--- src/rtl/oc_chan_pkg.sv ---
package oc_chan_pkg;

  typedef enum logic [2:0] {
    OCM_FREEZE = 3'd0,
    OCM_SET    = 3'd1,
    OCM_CLR    = 3'd2,
    OCM_TGL    = 3'd3,
    OCM_LO     = 3'd4,
    OCM_HI     = 3'd5,
    OCM_PWM_A  = 3'd6,
    OCM_PWM_B  = 3'd7
  } oc_mode_e;

  localparam int unsigned OC_MODE_W = 3;

endpackage

--- src/rtl/oc_rst_sync.sv ---
module oc_rst_sync #(
  parameter int unsigned STAGES = 2
) (
  input  logic clk,
  input  logic rst_n,
  output logic rst_sync_n
);

  logic [STAGES-1:0] chain_q;
  logic [STAGES-1:0] chain_d;

  always_comb begin
    chain_d = {chain_q[STAGES-2:0], 1'b1};
  end

  always_ff @(posedge clk or negedge rst_n) begin
    if (!rst_n) chain_q <= '0;
    else        chain_q <= chain_d;
  end

  assign rst_sync_n = chain_q[STAGES-1];

endmodule

--- src/rtl/oc_cmp_unit.sv ---
module oc_cmp_unit #(
  parameter int unsigned CNT_W = 16
) (
  input  logic [CNT_W-1:0] cnt_val,
  input  logic [CNT_W-1:0] cmp_val,
  output logic             is_equal,
  output logic             is_below
);

  always_comb begin
    is_equal = (cnt_val == cmp_val);
    is_below = (cnt_val <  cmp_val);
  end

endmodule

--- src/rtl/oc_clear_hold.sv ---
module oc_clear_hold (
  input  logic clk,
  input  logic rst_n,
  input  logic clr_en,
  input  logic ext_clr,
  input  logic upd_evt,
  output logic clr_act
);

  logic hold_q;
  logic hold_d;
  logic hold_en;
  logic clr_req;

  always_comb begin
    clr_req = clr_en & ext_clr;
    if (clr_req)      hold_d = 1'b1;
    else if (upd_evt) hold_d = 1'b0;
    else              hold_d = hold_q;
    hold_en = (hold_d != hold_q);
    clr_act = clr_req | hold_q;
  end

  always_ff @(posedge clk or negedge rst_n) begin
    if (!rst_n)       hold_q <= 1'b0;
    else if (hold_en) hold_q <= hold_d;
  end

endmodule

--- src/rtl/oc_level_sel.sv ---
module oc_level_sel
  import oc_chan_pkg::*;
(
  input  logic [OC_MODE_W-1:0] oc_mode,
  input  logic                 is_equal,
  input  logic                 is_below,
  input  logic                 clr_act,
  input  logic                 cur_lvl,
  output logic                 nxt_lvl
);

  oc_mode_e mode;

  always_comb begin
    mode    = oc_mode_e'(oc_mode);
    nxt_lvl = cur_lvl;
    if (clr_act) begin
      nxt_lvl = 1'b0;
    end else begin
      unique case (mode)
        OCM_FREEZE: nxt_lvl = cur_lvl;
        OCM_SET:    nxt_lvl = is_equal ? 1'b1 : cur_lvl;
        OCM_CLR:    nxt_lvl = is_equal ? 1'b0 : cur_lvl;
        OCM_TGL:    nxt_lvl = is_equal ? ~cur_lvl : cur_lvl;
        OCM_LO:     nxt_lvl = 1'b0;
        OCM_HI:     nxt_lvl = 1'b1;
        OCM_PWM_A:  nxt_lvl = is_below;
        OCM_PWM_B:  nxt_lvl = ~is_below;
        default:    nxt_lvl = cur_lvl;
      endcase
    end
  end

endmodule

--- src/rtl/oc_ref_channel.sv ---
module oc_ref_channel
  import oc_chan_pkg::*;
#(
  parameter int unsigned CNT_W     = 16,
  parameter int unsigned RST_STAGE = 2
) (
  input  logic             clk,
  input  logic             rst_n,
  input  logic [CNT_W-1:0] cnt_val,
  input  logic [CNT_W-1:0] cmp_val,
  input  logic [2:0]       oc_mode,
  input  logic             clr_en,
  input  logic             ext_clr,
  input  logic             upd_evt,
  output logic             ref_out
);

  logic rst_sync_n;
  logic is_equal;
  logic is_below;
  logic clr_act;
  logic ref_q;
  logic ref_d;
  logic ref_en;

  oc_rst_sync #(.STAGES(RST_STAGE)) rst_i (
    .clk        (clk),
    .rst_n      (rst_n),
    .rst_sync_n (rst_sync_n)
  );

  oc_cmp_unit #(.CNT_W(CNT_W)) cmp_i (
    .cnt_val  (cnt_val),
    .cmp_val  (cmp_val),
    .is_equal (is_equal),
    .is_below (is_below)
  );

  oc_clear_hold clr_i (
    .clk     (clk),
    .rst_n   (rst_sync_n),
    .clr_en  (clr_en),
    .ext_clr (ext_clr),
    .upd_evt (upd_evt),
    .clr_act (clr_act)
  );

  oc_level_sel sel_i (
    .oc_mode  (oc_mode),
    .is_equal (is_equal),
    .is_below (is_below),
    .clr_act  (clr_act),
    .cur_lvl  (ref_q),
    .nxt_lvl  (ref_d)
  );

  always_comb begin
    ref_en = (ref_d != ref_q);
  end

  always_ff @(posedge clk or negedge rst_sync_n) begin
    if (!rst_sync_n)  ref_q <= 1'b0;
    else if (ref_en)  ref_q <= ref_d;
  end

  assign ref_out = ref_q;

endmodule

--- config.mk ---
export PLATFORM = sky130hd
export DESIGN_NAME = oc_ref_channel
export DESIGN_NICKNAME = d
export VERILOG_FILES = /design/src/rtl/oc_chan_pkg.sv /design/src/rtl/oc_rst_sync.sv /design/src/rtl/oc_cmp_unit.sv /design/src/rtl/oc_clear_hold.sv /design/src/rtl/oc_level_sel.sv /design/src/rtl/oc_ref_channel.sv
export SDC_FILE = /design/constraint.sdc
export NUM_CORES = 1
export LEC_CHECK = 0
export ABC_CLOCK_PERIOD_IN_PS = 800
export CORE_MARGIN = 1
export CORE_UTILIZATION = 38
export DETAILED_ROUTE_END_ITERATION = 6
export PLACE_DENSITY = 0.89
export SYNTH_ARGS = -nofsm -noshare
export SYNTH_HDL_FRONTEND = slang
export SYNTH_SLANG_ARGS = --single-unit
--- constraint.sdc ---
create_clock -name clk -period 0.8 [get_ports clk]
set_input_delay 0.08 -clock clk [delete_from_list [all_inputs] [get_ports clk]]
set_output_delay 0.08 -clock clk [all_outputs]
set_load 0.03 [all_outputs]
== Word level (Yosys, flattened, before mapping) ==
Index checks and enable logic that the tools add are counted.
Word-level totals
  flip-flop bits (word level): 4
  logic and storage cells: 26
  input port bits: 40
  output and inout port bits: 1
Operators by class
  bitwise logic cells: 4
  magnitude comparators: 1
  reductions and logical operators: 1
  mux-type cells: 7
  equal/unequal tests: 10
Operators by type and width (count)
  $eq 16x16->1: 1
  $lt 16x16->1: 1
  $eq 3x3->1 const B: 4
  $pmux 1 s8: 1
  $eq 3x2->1 const B: 2
  $mux 1: 6
  $eq 3x1->1 const B: 1
  $logic_not 3->1: 1
  $ne 1x1->1: 2
  $not 1->1: 2
  $and 1x1->1: 1
  $or 1x1->1: 1

== Longest topological paths before layout ==
Gate-level depths: netlist (run 1).
  word-level depth: 5
  gate-level depth with buffers: 11

== Cells and area by module ==
Synthesis (run 1) repeated with hierarchy kept, for this count alone.
Unflattened totals
  cells, all modules: 80
  area total of the unflattened synthesis: 629.4 µm²
By module, submodules not included
  oc_cmp_unit: area an instance 399.1 µm², instances 1, cells an instance 56
  oc_level_sel: area an instance 102.6 µm², instances 1, cells an instance 14
  oc_rst_sync: area an instance 53.8 µm², instances 1, cells an instance 3
  oc_clear_hold: area an instance 45.0 µm², instances 1, cells an instance 5
  oc_ref_channel: area an instance 28.8 µm², instances 1, cells an instance 2

== Worst setup path after synthesis (run 1) ==
Ideal clock, no wire load.
  path kind: input-to-reg
  start point: input cmp_val[14]
  end point: register ref_q, in the netlist ref_out
  path buffers: 0
  path slack: -1153 ps
  data arrival time: 1821 ps
  stages on the path: 11
  cells stage by stage: inv_1 -> ha_1 -> nand4_1 -> nor3_2 -> nand4_1 -> ha_1 -> nand2b_1 -> a221oi_1 -> o21ai_0 -> o21ai_1 -> or3b_1
On the way
  longest elaborated chain between the ends: 5
RTL lines
  start: declaration: line oc_ref_channel.sv:10  | input logic [CNT_W-1:0] cmp_val,
  $lt 16x16->1 / $eq 16x16->1 (equally long branches): line oc_cmp_unit.sv:12, oc_cmp_unit.sv:11
  $not 1->1, or another cell as far along: line oc_level_sel.sv:28  | OCM_PWM_B: nxt_lvl = ~is_below;
  $pmux 1 s8 (*): line oc_level_sel.sv:20  | unique case (mode)
  $mux 1 (*): line oc_level_sel.sv:17  | if (clr_act) begin
  $ne 1x1->1: line oc_ref_channel.sv:58  | ref_en = (ref_d != ref_q);
  end signal: assignment: line oc_ref_channel.sv:63  | else if (ref_en) ref_q <= ref_d;
  end: declaration: line oc_ref_channel.sv:22  | logic ref_q;
Mark *: on every way between the ends. The rest lies on a longest branch, timed or not.
A chain may end at the register's enable or synchronous reset.

== Worst setup path after layout (run 1) ==
  start point: input cnt_val[14]
  end point: register ref_q, in the netlist ref_out
On the way
  longest elaborated chain between the ends: 5
RTL lines
  start: declaration: line oc_ref_channel.sv:9  | input logic [CNT_W-1:0] cnt_val,
  $lt 16x16->1 / $eq 16x16->1 (equally long branches): line oc_cmp_unit.sv:12, oc_cmp_unit.sv:11
  $not 1->1, or another cell as far along: line oc_level_sel.sv:28
  $pmux 1 s8 (*): line oc_level_sel.sv:20
  $mux 1 (*): line oc_level_sel.sv:17
  $ne 1x1->1: line oc_ref_channel.sv:58
Marked as above.

==> flow_summary.json, run 1 <==
{
  "status": "finished with violations",
  "violations": "setup timing",
  "vias": 845,
  "chipHeight_um": 43.0,
  "skew_ps": 7.14,
  "grt_pass1_vias": 930,
  "first_iter_violations": 24,
  "start_kind": "input pin",
  "dp.cells": 146,
  "antenna_found_initial": 0,
  "drive_gt1_share_pct": 53.7,
  "ir_drop_uv": 904,
  "holdCritPathClass": "flop to asynchronous set/reset pin",
  "numPortBuffers": 40,
  "root_buffer": "clkbuf_4",
  "setup_slack_ps": -1090,
  "routed_via_density": 5.56,
  "diodes": 0,
  "endpoint_kind": "flop",
  "path_class": "input pin to flop",
  "final_cells": 152,
  "cts_tree": "yes",
  "syn_area_um2": 639,
  "gp_congestion": 0.743,
  "rsz0062_at_grt": "true",
  "reg2regPathDepth": 7,
  "route.antenna.remaining_nets": 0,
  "period_needed_ps": 1890,
  "cp_max_fo": 2,
  "fmax_mhz": 528,
  "syn_inst": 82,
  "dp_hpwl_um": 1770,
  "cts.clk_slew.worst_paths_ps": 40,
  "drv_cap": 0,
  "core_area_um2": 1540,
  "rows": 14,
  "synth_edf_count": 0,
  "finalWirelength_um": 2620,
  "arrival_ps": 2000,
  "period_share_pct": 237,
  "final_hold_viol_count": 0,
  "drt-wirelength-per-cell_um": 17.2,
  "grt_max_degree": 5,
  "ys.flop_type": "dfrtp_1",
  "grt_pass1_wl_um": 4100,
  "p_leak_uw": 0.000619,
  "finalNetCount": 196,
  "power.total_uw": 1180,
  "yosysMostFrequentCell": "inv_1",
  "h-tree-depth": 1,
  "required_ps": 910,
  "synth_warnings": 0,
  "initial_core_util_pct": 41.5,
  "die_area_um2": 1850,
  "synth_top_area_share_pct": 35.2,
  "startpoint": "cnt_val[14]",
  "cts_buffers": 3,
  "fp.dieW_um": 43.0,
  "power_per_cell_area_nw_per_um2": 890,
  "ys_seq_area_share_pct": 15.7,
  "clock_path_buffers": 2,
  "final_max_slew_viol_count": 0,
  "tns_ps": -1290,
  "synthArstFlopShare_pct": 100,
  "r2r-start": "ref_out",
  "finalSetupViolCount": 2,
  "gr-total-overflow": 0,
  "ys_seq_elements": 4,
  "first_pass_iters": 4,
  "syn_avg_cell_area_um2": 7.80,
  "clkSinkCount": 4,
  "yosys.area.top_type": "ha_1",
  "synthToLayoutAreaGrowth_pct": 107,
  "drt_drc_violations_left": 0,
  "synth_cell_types": 23,
  "cp-endpoint": "ref_out",
  "reg2reg_slack_ps": -850,
  "track_usage_pct": 32.0,
  "clkLatencyLatePin_ps": 250,
  "hold_ws_ps": 37.6,
  "synth_fp_nets": 140,
  "synthTopCellsByArea": "ha_1 35%, dfrtp_1 16%, inv_1 12%",
  "rr_endpoint": "ref_out",
  "yosys-top-cells-count": "20 x inv_1, 18 x ha_1, 6 x a21oi_1, 6 x nand2_1, 5 x nand4_1",
  "dpl_worst_slack_ps": -1780,
  "ioPinCount": 41
}
==> state kept, by name, indices dropped and copies added (netlist names) <==
signal	count
ref_out	1
rst_i.chain_q	2
clr_i.hold_q	1
==> metrics by stage <==
step / util [%] / area, um2
global route: 85.8 / 1320
floorplan: - / 816
global placement: 83.9 / 1290
detailed placement: 83.9 / 1290
finish: 85.8 / 1320
CTS: 84.3 / 1300
==> where the power goes <==
part	internal (uW)	switching, uW
registers	218	14.7
clock network	169	103
logic	371	301
total	758	419
==> layer usage <==
layer	wire, um	up-vias	global-route usage [%]
met3	171	25	12.8
met1	863	377	27.3
met4	149	0	26.1
li1	-	393	-
met2	1430	50	57.0
met5	0	-	0
==> cells by family after synthesis <==
family	share of synthesized area [%]
multiplexers	1.57
flip-flops	15.7
AO/OA/AOI/OAI	16.2
buffers and inverters	11.7
adder cells (fa/ha/maj)	35.2
AND/OR/NAND/NOR	19.0
other	0.587
==> area by class of cell <==
type / instances / area [um2]
fillers: 81 / 219
flip-flops and latches: 4 / 100
clock buffers: 3 / 22.5
repair buffers: 51 / 405
inverters: 20 / 105
well taps: 16 / 20.0
multi-input cells: 58 / 669
==> worst min-delay path by stage <==
| stage | from | endpoint | slack [ps] |
|---|---|---|---|
| floorplan | rst_n | rst_i.chain_q[0] | -220 |
| global placement | rst_i.chain_q[1] | clr_i.hold_q | 20 |
| detailed placement | rst_i.chain_q[1] | clr_i.hold_q | 40 |
| CTS | rst_n | rst_i.chain_q[1] | 10 |
| global route | rst_i.chain_q[1] | clr_i.hold_q | 40 |
| finish | rst_i.chain_q[1] | clr_i.hold_q | 40 |
==> timing repair <==
action                                  CTS  global route
buffers inserted                          2             1
endpoints found under the setup margin    2             3
pin swaps                                24             6
gates resized for setup                 124             5
endpoints found under the hold margin     0             2
hold buffers                              0             1
==> worst max-delay path: stages <==
cell and delay, ps:
buf_2 110, ha_4 260, nand4_1 140, nor3_4 150
nand4_1 160, ha_1 330, nand2b_1 110, a221oi_2 70
o21ai_1 130, o21ai_1 80, or3b_1 380
==> cell usage in the layout, fill, tap and decap left out, types with 3 or more instances in the layout <==
cell type / netlist / final
nor2_1: 3 / 3
clkdlybuf4s50_1: 0 / 7
a21oi_1: 6 / 6
buf_2: 0 / 19
clkbuf_4: 0 / 3
nand4_1: 5 / 5
buf_4: 0 / 9
nand2_1: 6 / 4
ha_4: 0 / 14
inv_4: 0 / 4
dfrtp_1: 4 / 4
o21ai_1: 1 / 3
inv_2: 0 / 8
inv_1: 20 / 6
buf_6: 0 / 6
dlygate4sd2_1: 0 / 4
clkdlybuf4s15_1: 0 / 4
ha_1: 18 / 3
Power figures use the tool's default switching activity.
==> inputs of run 2 (changes only) <==
--- a/config.mk
+++ b/config.mk
@@ -8,8 +8,11 @@
 export ABC_CLOCK_PERIOD_IN_PS = 800
 export CORE_MARGIN = 1
 export CORE_UTILIZATION = 38
+export CTS_CLUSTER_DIAMETER = 40
+export CTS_CLUSTER_SIZE = 28
 export DETAILED_ROUTE_END_ITERATION = 6
-export PLACE_DENSITY = 0.89
+export PLACE_DENSITY = 0.9
 export SYNTH_ARGS = -nofsm -noshare
 export SYNTH_HDL_FRONTEND = slang
+export SYNTH_HIERARCHICAL = 1
 export SYNTH_SLANG_ARGS = --single-unit
==> flow_summary.json, run 2 <==
{
  "status": "finished with violations",
  "violations": "setup timing",
  "final_max_slew_viol_count": 0,
  "chipHeight_um": 42.7,
  "synth_edf_count": 0,
  "layout_common_cells": "13 x buf_4, 13 x ha_4, 13 x clkdlybuf4s50_1, 13 x buf_6",
  "skew_ps": 15.3,
  "ys_seq_elements": 4,
  "first_pass_iters": 6,
  "yosys-top-cells-count": "20 x inv_1, 18 x ha_1, 6 x a21oi_1",
  "drv_cap": 0,
  "diodes": 0,
  "synth_cell_types": 25,
  "gr-total-overflow": 0,
  "fp.dieW_um": 42.7,
  "grt_pass1_wl_um": 3820,
  "h-tree-depth": 1,
  "synthTopCellsByArea": "ha_1 36%, dfrtp_1 16%, inv_1 12%",
  "synth_warnings": 6,
  "ys.flop_type": "dfrtp_1",
  "largest_register": "rst_i/chain_q",
  "numPortBuffers": 40,
  "core_area_um2": 1520,
  "largest_reg_flops": 2,
  "finalWirelength_um": 2950,
  "start_kind": "input pin",
  "endpoint_kind": "flop",
  "cts.clk_slew.worst_paths_ps": 50,
  "dp.cells": 143,
  "synth_fp_nets": 138,
  "clkSinkCount": 4,
  "synthArstFlopShare_pct": 100,
  "setup_slack_ps": -1110,
  "yosys.area.top_type": "ha_1",
  "power_per_cell_area_nw_per_um2": 884,
  "final_cells": 153,
  "route.antenna.remaining_nets": 0,
  "cp_max_fo": 2,
  "syn_area_um2": 629,
  "drt-wirelength-per-cell_um": 19.3,
  "yosysMostFrequentCell": "inv_1",
  "vias": 839,
  "p_leak_uw": 0.000649,
  "grt_max_degree": 6,
  "gp_congestion": 0.655,
  "antenna_found_initial": 0,
  "syn_avg_cell_area_um2": 7.87,
  "drive_gt1_share_pct": 52.6,
  "finalSetupViolCount": 2,
  "drt_drc_violations_left": 0,
  "clkLatencyLatePin_ps": 260,
  "rsz0062_at_grt": "true",
  "ir_drop_uv": 1140,
  "period_needed_ps": 1910,
  "fill_cells": 56,
  "required_ps": 950,
  "synth_top_area_share_pct": 35.8,
  "hold_ws_ps": 9.74,
  "path_class": "input pin to flop",
  "grt_pass1_vias": 877,
  "initial_core_util_pct": 41.3,
  "routed_via_density": 5.48,
  "cts_tree": "yes",
  "rows": 14,
  "arrival_ps": 2060,
  "period_share_pct": 239,
  "holdCritPathClass": "flop to asynchronous set/reset pin",
  "track_usage_pct": 29.5,
  "syn_inst": 80,
  "final_cell_area_um2": 1390,
  "clock_path_buffers": 2,
  "die_area_um2": 1820,
  "post_dp_cell_area_um2": 1180,
  "final_hold_viol_count": 0,
  "fmax_mhz": 523,
  "root_buffer": "clkbuf_4",
  "dp_hpwl_um": 1560,
  "ys_seq_area_share_pct": 15.9,
  "ioPinCount": 41,
  "first_iter_violations": 19,
  "cts_buffers": 3,
  "synthToLayoutAreaGrowth_pct": 120,
  "finalNetCount": 197
}
run 2: final timing paths:
| path | startpoint | to | slack [ps] | cells after the start |
|---|---|---|---|---|
| max | cmp_val[15] | ref_out | -1110 | 11 |
| max in group asynchronous | rst_n | rst_i/chain_q[1] | 70 | 2 |
| min in group clk | rst_i/chain_q[0] | rst_i/chain_q[1] | 340 | 0 |
| min | rst_i/chain_q[1] | clr_i/hold_q | 10 | 0 |
| max reg2reg | ref_out | ref_out | -500 | 5 |
| min reg2reg | rst_i/chain_q[1] | clr_i/hold_q | 10 | 0 |
run 2: where the power goes:
part	switching (uW)	leakage (uW)	internal [uW]	total [uW]
Combinational	295	0.000586	417	712
Sequential	12.6	0.0000485	219	231
Clock	113	0.0000138	170	283
run 2: kinds of logic (layout without fill, tap and decap cells):
logic type	Yosys count	count (layout)	share of synthesized area, %
flip-flops	4	4	15.9
other	1	1	0.596
adder cells (fa/ha/maj)	18	18	35.8
buffers and inverters	21	78	12.5
AO/OA/AOI/OAI	14	14	15.1
AND/OR/NAND/NOR	22	22	20.1
run 2: cell type report:
type	count	area [um2]	area share, %
clock buffer	3	22.5	1.62
inverter	20	103	7.39
multi-input combinational	55	638	46.0
sequential	4	100	7.21
tap	16	20.0	1.44
timing repair buffer	55	504	36.3
run 2: what timing repair did:
action,in CTS,in global routing
setup buffers,3,4
hold buffers,1,0
hold endpoints to repair,2,0
pin swaps,15,15
endpoints found under the setup margin,2,2
gates resized for setup,103,22
run 2: routing by layer:
| layer | global-route usage, % | vias to the layer above | part of all wire [%] |
|---|---|---|---|
| li1 | - | 388 | - |
| met1 | 29.4 | 374 | 34 |
| met2 | 50.6 | 56 | 52 |
| met3 | 9.79 | 21 | 6.3 |
| met4 | 20.6 | 0 | 7.3 |
| met5 | 0 | - | 0 |
run 2: through the flow:
| stage | TNS, ps | utilization [%] | power, uW | setup WS, ps |
|---|---|---|---|---|
| after floorplan | -1110 | - | 451 | -1110 |
| after global placement | -1730 | 77.8 | 744 | -1730 |
| after detailed placement | -1790 | 77.8 | 769 | -1790 |
| after CTS | -1170 | 86.0 | 1120 | -945 |
| after global routing | -1410 | 91.1 | 1290 | -1160 |
| final | -1340 | 91.1 | 1230 | -1110 |
run 2: critical path, stage by stage:
cell     delay (ps)
buf_8            80
inv_4            30
ha_4            250
nand4_1         140
or4_4           560
nor2_1          100
inv_1            70
ha_2            180
nor4b_2         290
nor3_1          120
and3_1          160
